--- src/rtl/abd_pkg.sv ---
package abd_pkg;
  // Break must last at least this many bit times to be accepted.
  localparam int unsigned BRK_MIN_BITS = 11;
  // Break low beyond this many bit times is a timeout.
  localparam int unsigned BRK_MAX_BITS = 22;
  // Width of the bit-time counter used for break and delimiter.
  localparam int unsigned BITS_W = 5;
  // Falling edges that close the synch measurement after the first one.
  localparam int unsigned SYNC_FALLS = 4;
  // Bit times spanned by the synch measurement, as a shift amount.
  localparam int unsigned SYNC_SHIFT = 3;

  typedef enum logic [2:0] {
    S_IDLE,
    S_BRK,
    S_DLM,
    S_SYN,
    S_HOLD
  } abd_state_e;
endpackage

--- src/rtl/abd_rx_sync.sv ---
module abd_rx_sync #(
  parameter int unsigned STAGES = 2
) (
  input  logic clk,
  input  logic rst_n,
  input  logic rxd_i,
  output logic rx_o,
  output logic fall_o
);
  // STAGES flops of synchronizer plus one flop of history for edge detection.
  logic [STAGES:0] sh;

  always_ff @(posedge clk or negedge rst_n) begin
    if (!rst_n) sh <= '1;
    else        sh <= {sh[STAGES-1:0], rxd_i};
  end

  assign rx_o   = sh[STAGES-1];
  assign fall_o = sh[STAGES] & ~sh[STAGES-1];
endmodule

--- src/rtl/abd_bit_timer.sv ---
module abd_bit_timer #(
  parameter int unsigned DIV_W  = 8,
  parameter int unsigned BITS_W = 5
) (
  input  logic              clk,
  input  logic              rst_n,
  input  logic              clr_i,
  input  logic              run_i,
  input  logic [DIV_W-1:0]  div_i,
  output logic [BITS_W-1:0] bits_o
);
  logic [DIV_W-1:0]  pre;
  logic [BITS_W-1:0] bits;
  logic              last;

  // A divisor of 0 or 1 makes every cycle one bit time.
  assign last = (div_i <= DIV_W'(1)) || (pre == div_i - DIV_W'(1));

  always_ff @(posedge clk or negedge rst_n) begin
    if (!rst_n) begin
      pre  <= '0;
      bits <= '0;
    end else if (clr_i) begin
      pre  <= '0;
      bits <= '0;
    end else if (run_i) begin
      if (last) begin
        pre <= '0;
        if (bits != '1) bits <= bits + BITS_W'(1);
      end else begin
        pre <= pre + DIV_W'(1);
      end
    end
  end

  assign bits_o = bits;
endmodule

--- src/rtl/abd_synch_meas.sv ---
module abd_synch_meas #(
  parameter int unsigned DIV_W = 8,
  parameter int unsigned SHIFT = 3,
  parameter int unsigned FALLS = 4
) (
  input  logic             clk,
  input  logic             rst_n,
  input  logic             start_i,
  input  logic             run_i,
  input  logic             fall_i,
  output logic             done_o,
  output logic             sat_o,
  output logic [DIV_W-1:0] div_o
);
  localparam int unsigned CNT_W = DIV_W + SHIFT;
  localparam int unsigned NF_W  = $clog2(FALLS);

  logic [CNT_W-1:0] cnt;
  logic [NF_W-1:0]  nf;

  always_ff @(posedge clk or negedge rst_n) begin
    if (!rst_n) begin
      cnt <= '0;
      nf  <= '0;
    end else if (start_i) begin
      cnt <= CNT_W'(1);
      nf  <= '0;
    end else if (run_i) begin
      if (!sat_o)  cnt <= cnt + CNT_W'(1);
      if (fall_i)  nf  <= nf + NF_W'(1);
    end
  end

  assign sat_o  = &cnt;
  assign done_o = run_i && fall_i && (nf == NF_W'(FALLS - 1));
  assign div_o  = cnt[CNT_W-1 -: DIV_W];
endmodule

--- src/rtl/autobaud_detect.sv ---
module autobaud_detect
  import abd_pkg::*;
#(
  parameter int unsigned DIV_W       = 8,
  parameter int unsigned SYNC_STAGES = 2
) (
  input  logic             clk,
  input  logic             rst_n,
  input  logic             en_i,
  input  logic             rxd_i,
  input  logic [DIV_W-1:0] cur_div_i,
  input  logic [1:0]       dlm_sel_i,
  output logic [DIV_W-1:0] meas_div_o,
  output logic             div_upd_o,
  output logic             brk_tmo_o,
  output logic             syn_tmo_o,
  output logic             bs_ok_o
);
  localparam logic [BITS_W-1:0] BRK_MIN_L = BITS_W'(BRK_MIN_BITS);
  localparam logic [BITS_W-1:0] BRK_MAX_L = BITS_W'(BRK_MAX_BITS);

  abd_state_e st, st_n;

  logic              rx, rx_fall;
  logic [BITS_W-1:0] bits;
  logic [BITS_W-1:0] dlm_need;
  logic              tmr_clr, tmr_run;
  logic              m_start, m_run, m_done, m_sat;
  logic [DIV_W-1:0]  m_div;
  logic              ev_begin, ev_ok, ev_btmo, ev_stmo;

  abd_rx_sync #(.STAGES(SYNC_STAGES)) u_sync (
    .clk    (clk),
    .rst_n  (rst_n),
    .rxd_i  (rxd_i),
    .rx_o   (rx),
    .fall_o (rx_fall)
  );

  abd_bit_timer #(.DIV_W(DIV_W), .BITS_W(BITS_W)) u_timer (
    .clk    (clk),
    .rst_n  (rst_n),
    .clr_i  (tmr_clr),
    .run_i  (tmr_run),
    .div_i  (cur_div_i),
    .bits_o (bits)
  );

  abd_synch_meas #(.DIV_W(DIV_W), .SHIFT(SYNC_SHIFT), .FALLS(SYNC_FALLS)) u_meas (
    .clk     (clk),
    .rst_n   (rst_n),
    .start_i (m_start),
    .run_i   (m_run),
    .fall_i  (rx_fall),
    .done_o  (m_done),
    .sat_o   (m_sat),
    .div_o   (m_div)
  );

  // Delimiter code n asks for n+1 bit times of high line.
  assign dlm_need = BITS_W'(dlm_sel_i) + BITS_W'(1);

  always_comb begin
    st_n     = st;
    tmr_clr  = 1'b0;
    tmr_run  = 1'b0;
    m_start  = 1'b0;
    m_run    = 1'b0;
    ev_begin = 1'b0;
    ev_ok    = 1'b0;
    ev_btmo  = 1'b0;
    ev_stmo  = 1'b0;
    if (!en_i) begin
      st_n = S_IDLE;
    end else begin
      unique case (st)
        S_IDLE: begin
          if (!rx) begin
            st_n     = S_BRK;
            tmr_clr  = 1'b1;
            ev_begin = 1'b1;
          end
        end
        S_BRK: begin
          tmr_run = 1'b1;
          if (rx) begin
            if (bits >= BRK_MIN_L) begin
              st_n    = S_DLM;
              tmr_clr = 1'b1;
            end else begin
              st_n = S_IDLE;
            end
          end else if (bits >= BRK_MAX_L) begin
            st_n    = S_HOLD;
            ev_btmo = 1'b1;
          end
        end
        S_DLM: begin
          tmr_run = 1'b1;
          if (!rx) begin
            if (bits >= dlm_need) begin
              st_n    = S_SYN;
              m_start = 1'b1;
            end else begin
              st_n = S_IDLE;
            end
          end
        end
        S_SYN: begin
          m_run = 1'b1;
          if (m_done && !m_sat) begin
            st_n  = S_HOLD;
            ev_ok = 1'b1;
          end else if (m_sat) begin
            st_n    = S_HOLD;
            ev_stmo = 1'b1;
          end
        end
        S_HOLD: begin
          if (rx) st_n = S_IDLE;
        end
        default: st_n = S_IDLE;
      endcase
    end
  end

  always_ff @(posedge clk or negedge rst_n) begin
    if (!rst_n) begin
      st         <= S_IDLE;
      meas_div_o <= '0;
      div_upd_o  <= 1'b0;
      brk_tmo_o  <= 1'b0;
      syn_tmo_o  <= 1'b0;
      bs_ok_o    <= 1'b0;
    end else begin
      st        <= st_n;
      div_upd_o <= ev_ok;
      if (ev_ok) meas_div_o <= m_div;
      if (!en_i || ev_begin) begin
        brk_tmo_o <= 1'b0;
        syn_tmo_o <= 1'b0;
        bs_ok_o   <= 1'b0;
      end else begin
        if (ev_btmo) brk_tmo_o <= 1'b1;
        if (ev_stmo) syn_tmo_o <= 1'b1;
        if (ev_ok)   bs_ok_o   <= 1'b1;
      end
    end
  end
endmodule

--- config.mk ---
export PLATFORM = sky130hd
export DESIGN_NAME = autobaud_detect
export DESIGN_NICKNAME = d
export VERILOG_FILES = /design/src/rtl/abd_pkg.sv /design/src/rtl/abd_rx_sync.sv /design/src/rtl/abd_bit_timer.sv /design/src/rtl/abd_synch_meas.sv /design/src/rtl/autobaud_detect.sv
export SDC_FILE = /design/constraint.sdc
export NUM_CORES = 1
export LEC_CHECK = 0
export ABC_AREA = 1
export BUFFER_PORTS_ARGS = -buffer_cell sky130_fd_sc_hd__buf_2
export CORE_ASPECT_RATIO = 1.75
export CORE_UTILIZATION = 60
export CTS_CLUSTER_DIAMETER = 80
export DETAILED_ROUTE_END_ITERATION = 6
export HOLD_SLACK_MARGIN = 0.05
export PLACE_DENSITY = 0.78
export SYNTH_ARGS = -nofsm -noshare
export SYNTH_HDL_FRONTEND = slang
export SYNTH_SLANG_ARGS = --single-unit
export TNS_END_PERCENT = 5
--- constraint.sdc ---
create_clock -name clk -period 2.7 [get_ports clk]
set_input_delay 0.54 -clock clk [delete_from_list [all_inputs] [get_ports clk]]
set_output_delay 0.54 -clock clk [all_outputs]
set_load 0.05 [all_outputs]
Yosys cells after proc, flatten, opt, wreduce, memory -nomap -nowiden
Cells that the tools add are included.
Word-level totals
  flip-flop bits (word level): 44
  output and inout bits: 12
  word-level logic and storage cells: 114
Operators by class
  add/sub/neg operators: 6
  $lt $le $gt $ge: 4
  eq/ne operators: 13
  mux-type cells: 56
  bitwise gates (word level): 2
  reductions and logical operators: 22
Operators by type and width (count)
  11-bit two-way mux: 3
  1-bit two-way mux: 31
  3-bit two-way mux: 8
  8-bit two-way mux: 3
  5-bit two-way mux: 4
  2-bit nonzero test: 8
  3-bit one-hot mux with 5 select lines: 1
  11-bit by 1-bit adder with 11-bit output (second input constant): 1
  11-bit AND reduction: 1
  2-bit two-way mux: 5
  8-bit by 1-bit adder with 8-bit output (second input constant): 1
  8-bit equality test: 1
  8-bit by 1-bit less-or-equal comparator with 1-bit output (second input constant): 1
  4-bit by 3-bit inequality test with 1-bit output (second input constant): 2
  8-bit by 1-bit subtractor with 8-bit output (second input constant): 1
  3-bit by 2-bit equality test with 1-bit output (second input constant): 2
  3-bit inequality test (second input constant): 2
  5-bit by 1-bit adder with 5-bit output (second input constant): 1
  5-bit by 3-bit >= comparator with 1-bit output: 1
  5-bit by 4-bit >= comparator with 1-bit output (second input constant): 1
  5-bit >= comparator (second input constant): 1
  5-bit inequality test (second input constant): 1
  5-bit AND reduction: 1
  2-bit AND reduction: 2
  16 further kinds: 20

Depth between registers and ports, before layout
Gate-level depths: netlist of run 1.
  word-level depth: 11
  gate-level depth with buffers: 14
  gate-level depth less buffers: 14

Modules after synthesis
A second synthesis of run 1 with hierarchy kept.
Second synthesis, totals
  cell total of the unflattened synthesis: 385
  area, all modules: 2876.5 µm²
By module, submodules not included
  abd_bit_timer: times used 1, cells an instance 149, area each 1081.0 µm², sequential area each 325.3 µm²
  autobaud_detect: times used 1, cells an instance 124, area each 875.8 µm², sequential area each 375.4 µm²
  abd_synch_meas: times used 1, cells an instance 107, area each 830.8 µm², sequential area each 325.3 µm²
  abd_rx_sync: times used 1, cells an instance 5, area each 88.8 µm², sequential area each 78.8 µm²

Worst setup path after synthesis of run 1
No wires, ideal clock.
  kind: input to register
  start point: input dlm_sel_i[0]
  end point: register u_meas.cnt[7]
  arrival time: 2.017 ns
  data required time: 2.622 ns
  setup slack: 0.605 ns
  cell stages on the path: 10
  path buffers: 1
  cells stage by stage: ha_1 -> inv_1 -> ha_1 -> a21boi_0 -> o21ai_0 -> nand2_1 -> nand4_1 -> clkbuf_1 -> o21ai_0 -> a21oi_1
On the way
  longest elaborated chain between the ends: 8
RTL lines
  from (decl): RTL line autobaud_detect.sv:12  | input logic [1:0] dlm_sel_i,
  2-bit by 1-bit adder with 3-bit output *: RTL line autobaud_detect.sv:61  | assign dlm_need = BITS_W'(dlm_sel_i) + BITS_W'(1);
  5-bit by 3-bit >= comparator with 1-bit output *: RTL line autobaud_detect.sv:101  | if (bits >= dlm_need) begin
  1-bit two-way mux *: RTL line autobaud_detect.sv:101
  1-bit two-way mux *: RTL line autobaud_detect.sv:100  | if (!rx) begin
  1-bit two-way mux *: RTL line autobaud_detect.sv:76  | unique case (st)
  1-bit two-way mux *: RTL line autobaud_detect.sv:73  | if (!en_i) begin
  2-bit inequality test (no source line) or 2-bit nonzero test (tied branches)
  2-bit AND reduction (no source line)
  to (signal assigned): RTL line abd_synch_meas.sv:29  | if (!sat_o) cnt <= cnt + CNT_W'(1);
  to (decl): RTL line abd_synch_meas.sv:18  | logic [CNT_W-1:0] cnt;
Every way passes the cells marked *; elsewhere a longest branch is shown, timed or not.
A chain may end at the register's enable or synchronous reset.

Worst setup path after layout of run 1
  start point: input dlm_sel_i[0]
  end point: register u_meas.cnt[1]
The elaborated chain is that of the path after synthesis.

==> impl_results.md, run 1 <==
* Wirelength, routed at 5640 um
* Met3 Track Usage GR at under 10%
* All-layer global routing usage at approximately a quarter
* CTS Buf Count at 5
* Setup ws final at 0.724 ns
* Final setup violation count at 0
* Final hold slack at 0.334 ns
* Worst reg2reg path depth at 11
* Detailed-route via count at 2348
* Setup CP Type: primary input to flop
* M1 GR Usage at 29.3%
* Per-cell routed wire length at 12.7 um
* Post-CTS Hold Buffers at 0
* PostCTS Resize Cnt at 0
* Critical Path Source Type: primary input
* First-iteration detailed-routing DRC count at 63
* Vias in the first global route at 2337
* First-pass GRT wire length at 9690 um
* Hold path endpoint: u_sync.sh[0]$_DFF_PN1_
* Dpl hpwl at around 4300 um
* Antenna Violating Nets Remaining at 0
* Placer Congestion at around 0.85
* Final Max Tran Viols at 0
* Worst vdd ir at 0.600 mV
* Max H-tree Level at 2
* # DRC at 0
* Mapped Cells at 363
* TritonCTS clock tree: done
* Slew at the pin closest to its max-slew limit at 0.957 ns
* Chip width at 53.4 um
* WP data arrival at approximately 2.2 ns
* Mapped cell area at 2780 um2
* Post-synth cell types at 35
* Synthesized Nets at 389
* Skew final at around 0.0056 ns
* RSZ-0062 raised after global routing: no
* Die ar. at just under 5000 um2
* Setup tns final at 0 ns
* Initial antenna violation count at 0
* Hold path start: rxd_i
* Warnings, synthesis at 0
* R2R Setup Slk at 0.78 ns
* Critical path required time at 2.89 ns
* Syn avg cell area at around 7.6 um2
* Reg-to-Reg End: u_meas.cnt[1]$_DFFE_PN0P_
* Initial Util at 63.0%
* Core area at 4400 um2
* Flop pwr share at 45.0%
* Switching part of the total power at 41.4%
* Avg Vias per Cell at 5.29
* Layout cells sized above 1 at 19.8%
* Fill count at 406
* MaxCap Viol Count at 0
* Initial DRT Pass Iterations at 4
* Crit Path Max Fanout at 4
* Io pins at 26
* Pin count of the biggest net entering global routing at 45
* Hold Vio Cnt, Final at 0
* GR Overflow Total at 0
* Clock Root Buffer: clkbuf_8
* Pint at 1300 uW
* Gate power share at between 30% and 40%
* Crit. End Element: flop
* Worst hold path type: primary input to flop
* Buffers on Ports at 25
* CTS sink count at 44
* Grt met2 use at 48.8%
* Period utilisation layout at 73.2%
* Tmin final at 1.98 ns
* Outcome: finished clean
* Slew HR at 36.2%
* Postcts setup bufs at 0
* Clk_lat worst skew at 0.30 ns
* Hold-critical path depth at 1
* Setup WS pre-CTS at approximately 0.4 ns
* Seq/Total Area, Yosys at 39.8%
* Row cnt at 32
* P&R area growth vs syn at 9.01%
* NumNets Final at ~420
* Net Sw Power at 915 uW
* Clock Path Buffers at 2
* GR peak layer: met2
* Worst-path clk slew at approximately 0.080 ns
* FMAX at 0.506 GHz
* Leakage power at ~0.0016 uW
* Synth Register Bits at 44
* Die Y-Extent at 92.0 um
* PwrDens at 731 nW/um2
* Diode count at 0
* Clk pwr share at 19.5%
* Worst r2r src: u_timer.bits_o[0]$_DFFE_PN0P_
==> synthesized netlist by cell type <==
library cell,count,area [um2]
a21oi_1,12,60.1
nor3_2,2,20.0
clkinv_2,1,5.00
nand2_2,8,50.1
nor2_1,43,161
inv_2,4,15.0
inv_1,46,173
o21ai_2,9,78.8
buf_12,1,20.0
o211ai_1,1,7.51
dfrtp_1,41,1030
o22ai_1,1,6.26
nand3_1,24,120
xnor2_1,3,26.3
or2_2,3,18.8
ha_1,12,150
nand2_1,94,353
buf_6,1,11.3
nor2_4,4,45.0
o21ai_0,11,55.1
clkbuf_1,1,3.75
nand2_4,4,45.0
dfstp_2,3,78.8
buf_2,1,5.00
nand3_2,3,30.0
a21boi_0,1,7.51
nor3_1,7,35.0
xor2_1,5,43.8
o2111a_1,1,11.3
nor2_2,2,12.5
nand3_4,1,17.5
nand4_1,10,62.6
inv_4,1,6.26
nand3b_1,1,7.51
a22oi_1,1,7.51
==> worst max-delay path, cell delays in order <==
cell      delay [ns]
buf_2           0.11
ha_1            0.27
inv_1           0.04
ha_1            0.25
a21boi_0        0.15
o21ai_0         0.09
nand2_1         0.12
nand4_1         0.16
o21ai_0         0.20
nor2_1          0.07
a21oi_1         0.12
inv_1           0.05
==> cell families (layout without fill, tap and decap cells) <==
| kind of cell | after synthesis | in the layout | share of synthesized area (%) |
|---|---|---|---|
| simple gates | 206 | 206 | 35.2 |
| buf+inv | 56 | 86 | 8.61 |
| flops | 44 | 44 | 39.8 |
| fa+ha+maj | 12 | 12 | 5.41 |
| xor+xnor | 8 | 8 | 2.52 |
| compound gates | 37 | 37 | 8.43 |
==> power groups by stage <==
stage	Sequential [uW]	Clock (uW)	Combinational, uW
5_1_grt	1020	468	915
6_report	994	431	786
4_1_cts	991	444	790
2_1_floorplan	957	0	639
3_3_place_gp	996	0	758
3_5_place_dp	1000	0	784
==> cell usage in the layout (no fill, tap or decap), drive strengths merged <==
master    Yosys  layout
buf           3      26
dfstp         3       3
dfrtp        41      41
nand2       106     106
nor2         49      49
o2111a        1       1
inv          51      51
nor3          9       9
a22oi         1       1
xnor2         3       3
a21oi        12      12
o21ai        20      20
nand3        28      28
nand3b        1       1
xor2          5       5
clkinvlp      0       1
o22ai         1       1
ha           12      12
clkbuf        1       7
clkinv        1       1
a21boi        1       1
o211ai        1       1
nand4        10      10
or2           3       3
==> cell type report <==
| cell class | count | area [um2] | area share (%) |
|---|---|---|---|
| well taps | 51 | 63.8 | 2.11 |
| multi-input cells | 263 | 1430 | 47.3 |
| flip-flops and latches | 44 | 1100 | 36.5 |
| inverters | 52 | 199 | 6.57 |
| repair buffers | 26 | 133 | 4.38 |
| clock buffers | 7 | 86.3 | 2.85 |
| clock inverters | 1 | 7.51 | 0.248 |
==> flip-flops by register name, summed over array words and instances, names as in the netlist <==
register,cells
brk_tmo_o,1
bs_ok_o,1
div_upd_o,1
meas_div_o,8
st,3
syn_tmo_o,1
u_meas.cnt,11
u_meas.nf,2
u_sync.sh,3
u_timer.bits_o,5
u_timer.pre,8
==> how the worst max path moves through the flow <==
stage	from	endpoint	slack (ns)	depth (start not counted)
3_5_place_dp	dlm_sel_i[0]	u_meas.cnt[1]$_DFFE_PN0P_	0.40	12
4_1_cts	dlm_sel_i[0]	u_meas.cnt[1]$_DFFE_PN0P_	0.72	12
6_report	dlm_sel_i[0]	u_meas.cnt[1]$_DFFE_PN0P_	0.72	12
2_1_floorplan	dlm_sel_i[0]	u_meas.cnt[7]$_DFFE_PN0P_	0.61	10
3_3_place_gp	dlm_sel_i[0]	u_meas.cnt[8]$_DFFE_PN0P_	0.49	11
5_1_grt	dlm_sel_i[0]	u_meas.cnt[1]$_DFFE_PN0P_	0.58	12
==> per-stage QoR <==
stage,cell area [um2],util [%],power [uW],std cells
after floorplan,2780,-,1600,363
after global placement,2930,66.6,1750,436
after detailed placement,2930,66.6,1790,436
after CTS,3030,68.7,2220,444
after global routing,3030,68.7,2400,444
final,3030,68.7,2210,444
==> metal layers <==
layer,part of all wire (%),vias to the layer above
met5,0,-
met4,2.1,0
met3,1.9,12
met2,55,36
met1,41,1088
li1,-,1212
No activity file was read; power rests on OpenSTA's default activity.
==> run 2, diff against run 1 <==
- ABC_AREA: 1 -> 0
- CORE_UTILIZATION: 60 -> 53
- PLACE_DENSITY: 0.78 -> 0.73
- clock period: 2.7 -> 1.8 ns (I/O delays scaled with it)
==> run 2 against run 1 <==
  * The flow now finishes with violations (negative setup slack)
  * Non-clock buffer count up 69
  * Clock skew grew 0.0054 ns
  * Worst hold slack worse by 0.22 ns
  * Design area rose by 18%
  * Combinational power increased by 100%
  * Power rose by 63%
  * Sequential share of layout area fell by 5.6 points
  * Die area rose by 4.3%
  * Routed wire length is 13% higher
  * Critical endpoint is now u_meas.cnt[0]$_DFFE_PN0P_
==> impl_results.md, run 2 <==
* Switching part of the total power at 33.7%
* Top-count cell post-synth: dfrtp_1
* GR Overflow Total at 0
* Core area at roughly 4700 um2
* Skew final at roughly 0.011 ns
* Outcome: finished with violations
* First-iteration detailed-routing DRC count at 35
* Largest regs: u_meas.cnt (11), meas_div_o (8), u_timer.pre (8)
* Avg Vias per Cell at 5.52
* RSZ-0062 raised after global routing: yes
* Chip width at ~55 um
* Clock Path Buffers at 2
* Most frequent cells in the layout: buf_4, dfrtp_1, nand2_1, nor2_1, buf_2
* CTS sink count at 44
* Row cnt at 33
* All-layer global routing usage at ~28%
* Pwr Total at roughly 3600 uW
* TritonCTS clock tree: done
* Synth Register Bits at 44
* Initial DRT Pass Iterations at 4
* Final Max Tran Viols at 0
* Largest area contributor in the netlist: dfrtp_1
* Slew HR at between 50% and 60%
* Fill count at 331
* Clk pwr share at 21.3%
* Worst hold path type: primary input to async pin
* Clock Root Buffer: clkbuf_8
* WP data arrival at 2.23 ns
* Initial antenna violation count at 0
* Die Y-Extent at between 90 and 100 um
* Most frequently used flop master after synthesis: dfrtp_1
* R2R Setup Slk at -0.24 ns
* Crit. End Element: flop
* Post-CTS Hold Buffers at 0
* FMAX at between 0.4 and 0.5 GHz
* Setup tns final at -4.14 ns
* Critical Path Source Type: flop
* Largest cells by area after synthesis: dfrtp_1, ha_1, nand2_1
* Worst-path clk slew at 0.09 ns
* Post-synth cell types at 54
* Synthesized Nets at about 290
* Detailed-route via count at about 2300
* Per-cell routed wire length at approximately 15 um
* Pint at roughly 2400 uW
* Die ar. at a little over 5000 um2
* Layout cells sized above 1 at about 40%
* Clk_lat worst skew at 0.31 ns
* Leakage power at 0.00175 uW
* Slew at the pin closest to its max-slew limit at a little under 0.6 ns
* Critical path required time at approximately 2.0 ns
* CTS Buf Count at 5
* Max reg flops at 11
* Mapped cell area at 2560 um2
* Setup CP Type: flop to flop
* Placer Congestion at 0.801
* Crit Path Max Fanout at 7
* Hold Vio Cnt, Final at 0
* FFs w/ async S/R, synth at 100%
* Final setup violation count at 29
* P&R area growth vs syn at 39.6%
* Tmin final at 2.04 ns
* MaxCap Viol Count at 0
* Initial Util at 54.9%
* Pin count of the biggest net entering global routing at 45
* Net Sw Power at 1210 uW
* First-pass GRT wire length at 10200 um
* Vias in the first global route at about 2300
* Worst vdd ir at 0.716 mV
* NumNets Final at 389
* Dpl hpwl at around 4600 um
* Io pins at 26
* Flop pwr share at between 30% and 40%
* Gate power share at ~44%
* Failing checks: negative setup slack
* Max H-tree Level at 2
* Synth top cells by count: dfrtp_1, nand2_1, nor2_1
* Seq/Total Area, Yosys at 43.1%
* Antenna Violating Nets Remaining at 0
* Leading cell type in the layout, fill and taps excluded: buf_4
* Warnings, synthesis at 0
* Util after Layout at 76.6%
* Period utilisation layout at 114%
* Syn avg cell area at 9.59 um2
* Wirelength, routed at 6370 um
* # DRC at 0
* Buffers on Ports at 25
* PwrDens at around 1000 nW/um2
* Synth top area share at 40.1%
* Setup ws final at -0.245 ns
* Diode count at 0
* Number of synthesized flops with an enable pin at 0
* Register with the most flip-flops: u_meas.cnt
* Mapped Cells at 267
## run 2: metal layers
layer | up-vias | GRT usage (%) | part of all wire (%)
met5 | - | 0 | 0
met4 | 0 | 12.2 | 3.0
met3 | 15 | 4.05 | 2.6
met2 | 55 | 54.9 | 59
met1 | 1101 | 26.2 | 36
li1 | 1124 | - | -
## run 2: power by group through the flow
| stage | Clock (uW) | Combinational, uW | Sequential (uW) |
|---|---|---|---|
| CTS | 780 | 1520 | 1240 |
| global route | 808 | 1730 | 1270 |
| floorplan | 0 | 640 | 1280 |
| global placement | 0 | 1210 | 1250 |
| finish | 766 | 1580 | 1250 |
| detailed placement | 0 | 1250 | 1260 |
## run 2: final timing paths
check                      depth (start not counted)                            end                          start
setup reg to reg                                   9      u_meas.cnt[0]$_DFFE_PN0P_  u_timer.bits_o[0]$_DFFE_PN0P_
hold reg to reg                                    0         u_sync.sh[1]$_DFF_PN1_         u_sync.sh[0]$_DFF_PN1_
hold / removal                                     2     u_timer.pre[1]$_DFFE_PN0P_                          rst_n
setup / recovery                                   9      u_meas.cnt[0]$_DFFE_PN0P_  u_timer.bits_o[0]$_DFFE_PN0P_
min in group clk                                   1         u_sync.sh[0]$_DFF_PN1_                          rxd_i
max in group asynchronous                          2  u_timer.bits_o[1]$_DFFE_PN0P_                          rst_n
## run 2: metrics by stage
| stage | instances | hold slack, ns | area (um2) | worst slack, ns |
|---|---|---|---|---|
| floorplan | 267 | 0.0644 | 2570 | -0.248 |
| global placement | 402 | 0.346 | 3230 | -0.650 |
| detailed placement | 402 | 0.350 | 3230 | -0.766 |
| CTS | 417 | 0.141 | 3550 | -0.265 |
| global route | 416 | 0.142 | 3570 | -0.300 |
| finish | 416 | 0.117 | 3570 | -0.245 |
## run 2: critical path, cell delays in order, from the launching register on
cell and delay, ns:
dfrtp_1 0.40, inv_2 0.09, ha_4 0.19, nand2b_4 0.13, a21o_1 0.20, a2111oi_4 0.39
or3_4 0.21, nor3b_4 0.05, buf_6 0.13, nand2b_4 0.13
## run 2: area by class of cell
| type | instances | area, um2 | area share [%] |
|---|---|---|---|
| multi-input combinational | 208 | 1570 | 44.0 |
| timing repair buffer | 95 | 684 | 19.1 |
| sequential | 44 | 1110 | 30.9 |
| clock inverter | 3 | 42.5 | 1.19 |
| clock buffer | 5 | 68.8 | 1.93 |
| inverter | 9 | 36.3 | 1.02 |
| tap | 52 | 65.1 | 1.82 |
## run 2: timing repair
item	CTS	global route
gates resized for setup	28	17
gates cloned	1	0
setup buffers	6	1
pin swaps	20	15
setup endpoints to repair	31	38
## run 2: cells by family (layout without fill, tap and decap cells)
family / after synthesis / count (layout) / synth area share [%]
xor gates and xnor gates: 26 / 26 / 8.89
adders and majority gates: 12 / 12 / 5.86
AOI/OAI and AO/OA: 40 / 40 / 12.2
DFF: 44 / 44 / 43.1
muxes: 7 / 7 / 2.83
and+or+nand+nor: 123 / 123 / 24.8
buffers and inverters: 15 / 112 / 2.30
==> run 3, diff against run 2 <==
- RECOVER_POWER: not set -> 25
==> run 3 against run 2 <==
  * The flow still finishes with violations (negative setup slack)
  * Sequential share of layout area about the same
  * Power about the same
  * Clock power about the same
  * Critical endpoint unchanged
  * Critical path type unchanged
  * Non-clock buffer count unchanged
  * Maximum frequency is the same
  * Register-to-register slack hardly changed
==> impl_results.md, run 3 (same netlist as run 2, synthesis figures left out) <==
* Outcome: finished with violations
* Failing checks: negative setup slack
* Reg-to-Reg End: u_meas.cnt[0]$_DFFE_PN0P_
* Worst vdd ir at 0.716 mV
* MaxCap Viol Count at 0
* Die Y-Extent at roughly 94 um
* Slew at the pin closest to its max-slew limit at 1.08 ns
* Worst-path clk slew at 0.09 ns
* Setup ws final at -0.245 ns
* Worst reg2reg path depth at 9
* Crit Path Max Fanout at 7
* NumNets Final at between 300 and 400
* Tmin final at between 2 and 2.5 ns
* Chip width at 54.6 um
* Diode count at 0
* Avg Vias per Cell at 5.52
* Final Cell Area at 3570 um2
* First-pass GRT wire length at roughly 10000 um
* Setup WS pre-CTS at -0.766 ns
* Leakage power at 0.00175 uW
* Die ar. at 5130 um2
* Leading cell type in the layout, fill and taps excluded: buf_4
* Most frequent cells in the layout: buf_4, dfrtp_1, nand2_1, nor2_1, buf_2
* Final Max Tran Viols at 0
* Setup crit end: u_meas.cnt[0]$_DFFE_PN0P_
* Max reg flops at 11
* All-layer global routing usage at 28.1%
* Max H-tree Level at 2
* Clock Path Buffers at 2
* Vias in the first global route at 2329
* Clk_lat worst skew at approximately 0.31 ns
* P&R area growth vs syn at 39.5%
* Io pins at 26
* Largest regs: u_meas.cnt (11), meas_div_o (8), u_timer.pre (8)
* FMAX at 0.489 GHz
* Buffers on Ports at 25
* Core area at 4670 um2
* Per-cell routed wire length at 15.3 um
* Dpl hpwl at 4570 um
* TritonCTS clock tree: done
* Setup CP Type: flop to flop
* Initial antenna violation count at 0
* Layout cells sized above 1 at approximately two fifths
* Crit. End Element: flop
* Antenna Violating Nets Remaining at 0
* First-iteration detailed-routing DRC count at 35
* Post-CTS Hold Buffers at 0
* Initial Util at 54.9%
* PwrDens at slightly above 1000 nW/um2
* CTS Buf Count at 5
* Critical path required time at between 1.5 and 2 ns
* Placer Congestion at 0.801
* Pin count of the biggest net entering global routing at 45
* Fill count at 330
* Setup crit start: u_timer.bits_o[0]$_DFFE_PN0P_
* Register with the most flip-flops: u_meas.cnt
* Hold Vio Cnt, Final at 0
* Worst r2r src: u_timer.bits_o[0]$_DFFE_PN0P_
* R2R Setup Slk at -0.24 ns
* Initial DRT Pass Iterations at 4
* Detailed-route via count at about 2300
* Final setup violation count at 29
* Clock Root Buffer: clkbuf_8
* Util after Layout at 76.6%
* Slew HR at 28.3%
* Worst hold path type: primary input to flop
* Skew final at 0.0110 ns
* Row cnt at 33
* Placed Area at 3230 um2
* WP data arrival at 2.23 ns
* Setup tns final at -4.16 ns
* Period utilisation layout at 114%
* CTS sink count at 44
* Hold path start: rxd_i
* Critical Path Source Type: flop
* # DRC at 0
* GR Overflow Total at 0
* Final hold slack at 0.148 ns
* RSZ-0062 raised after global routing: yes
* Wirelength, routed at between 6000 and 7000 um
==> run 3: changes by cell type in the layout (fill, tap and decap cells not counted), sizes merged <==
| cell | delta |
|---|---|
| clkbuf | +1 |
| buf | -1 |
==> run 3: per-stage QoR <==
step                cells  total power, uW
floorplan             267             1920
global placement      402             2470
detailed placement    402             2510
CTS                   417             3550
global route          416             3810
finish                416             3600
==> run 3: critical path, cell delays in order (launching register included) <==
cell	delay, ns
dfrtp_1	0.40
inv_2	0.09
ha_4	0.19
nand2b_4	0.13
a21o_1	0.20
a2111oi_4	0.39
or3_4	0.21
nor3b_4	0.05
buf_6	0.13
nand2b_4	0.13
==> run 3: cell type report <==
class,count,area (um2),share of cell area (%)
well taps,52,65.1,1.82
inverters,9,36.3,1.02
flip-flops and latches,44,1110,31.0
clock inverters,3,42.5,1.19
clock buffers,5,68.8,1.93
multi-input cells,208,1570,44.0
repair buffers,95,682,19.1
==> run 3: report_power, final <==
| group | total [uW] | internal, uW | switching (uW) | leakage, uW |
|---|---|---|---|---|
| Sequential | 1250 | 1130 | 122 | 0.000589 |
| Combinational | 1580 | 846 | 737 | 0.00111 |
| Clock | 766 | 411 | 355 | 0.0000541 |
| Total | 3600 | 2380 | 1210 | 0.00175 |
==> run 3: how the worst min path moves through the flow <==
stage	cells past startpoint	end	slack, ns
after global routing	1	u_sync.sh[0]$_DFF_PN1_	0.14
after floorplan	0	brk_tmo_o$_DFFE_PN0P_	0.06
final	1	u_sync.sh[0]$_DFF_PN1_	0.15
after CTS	1	u_sync.sh[0]$_DFF_PN1_	0.14
after global placement	0	u_sync.sh[1]$_DFF_PN1_	0.35
after detailed placement	0	u_sync.sh[1]$_DFF_PN1_	0.35
==> run 3: layer usage <==
metal | vias up | part of all wire [%] | GRT usage, %
met5 | - | 0 | 0
met4 | 0 | 3.0 | 12.2
met3 | 15 | 2.6 | 4.05
met2 | 55 | 59 | 54.9
met1 | 1104 | 36 | 26.2
li1 | 1124 | - | -
==> run 3: repair_timing <==
item,4_1_cts,5_1_grt
hold endpoints to repair,0,0
cloned,1,0
setup buffers,6,1
gates resized for setup,28,17
endpoints found under the setup margin,31,38
pin swaps,20,15
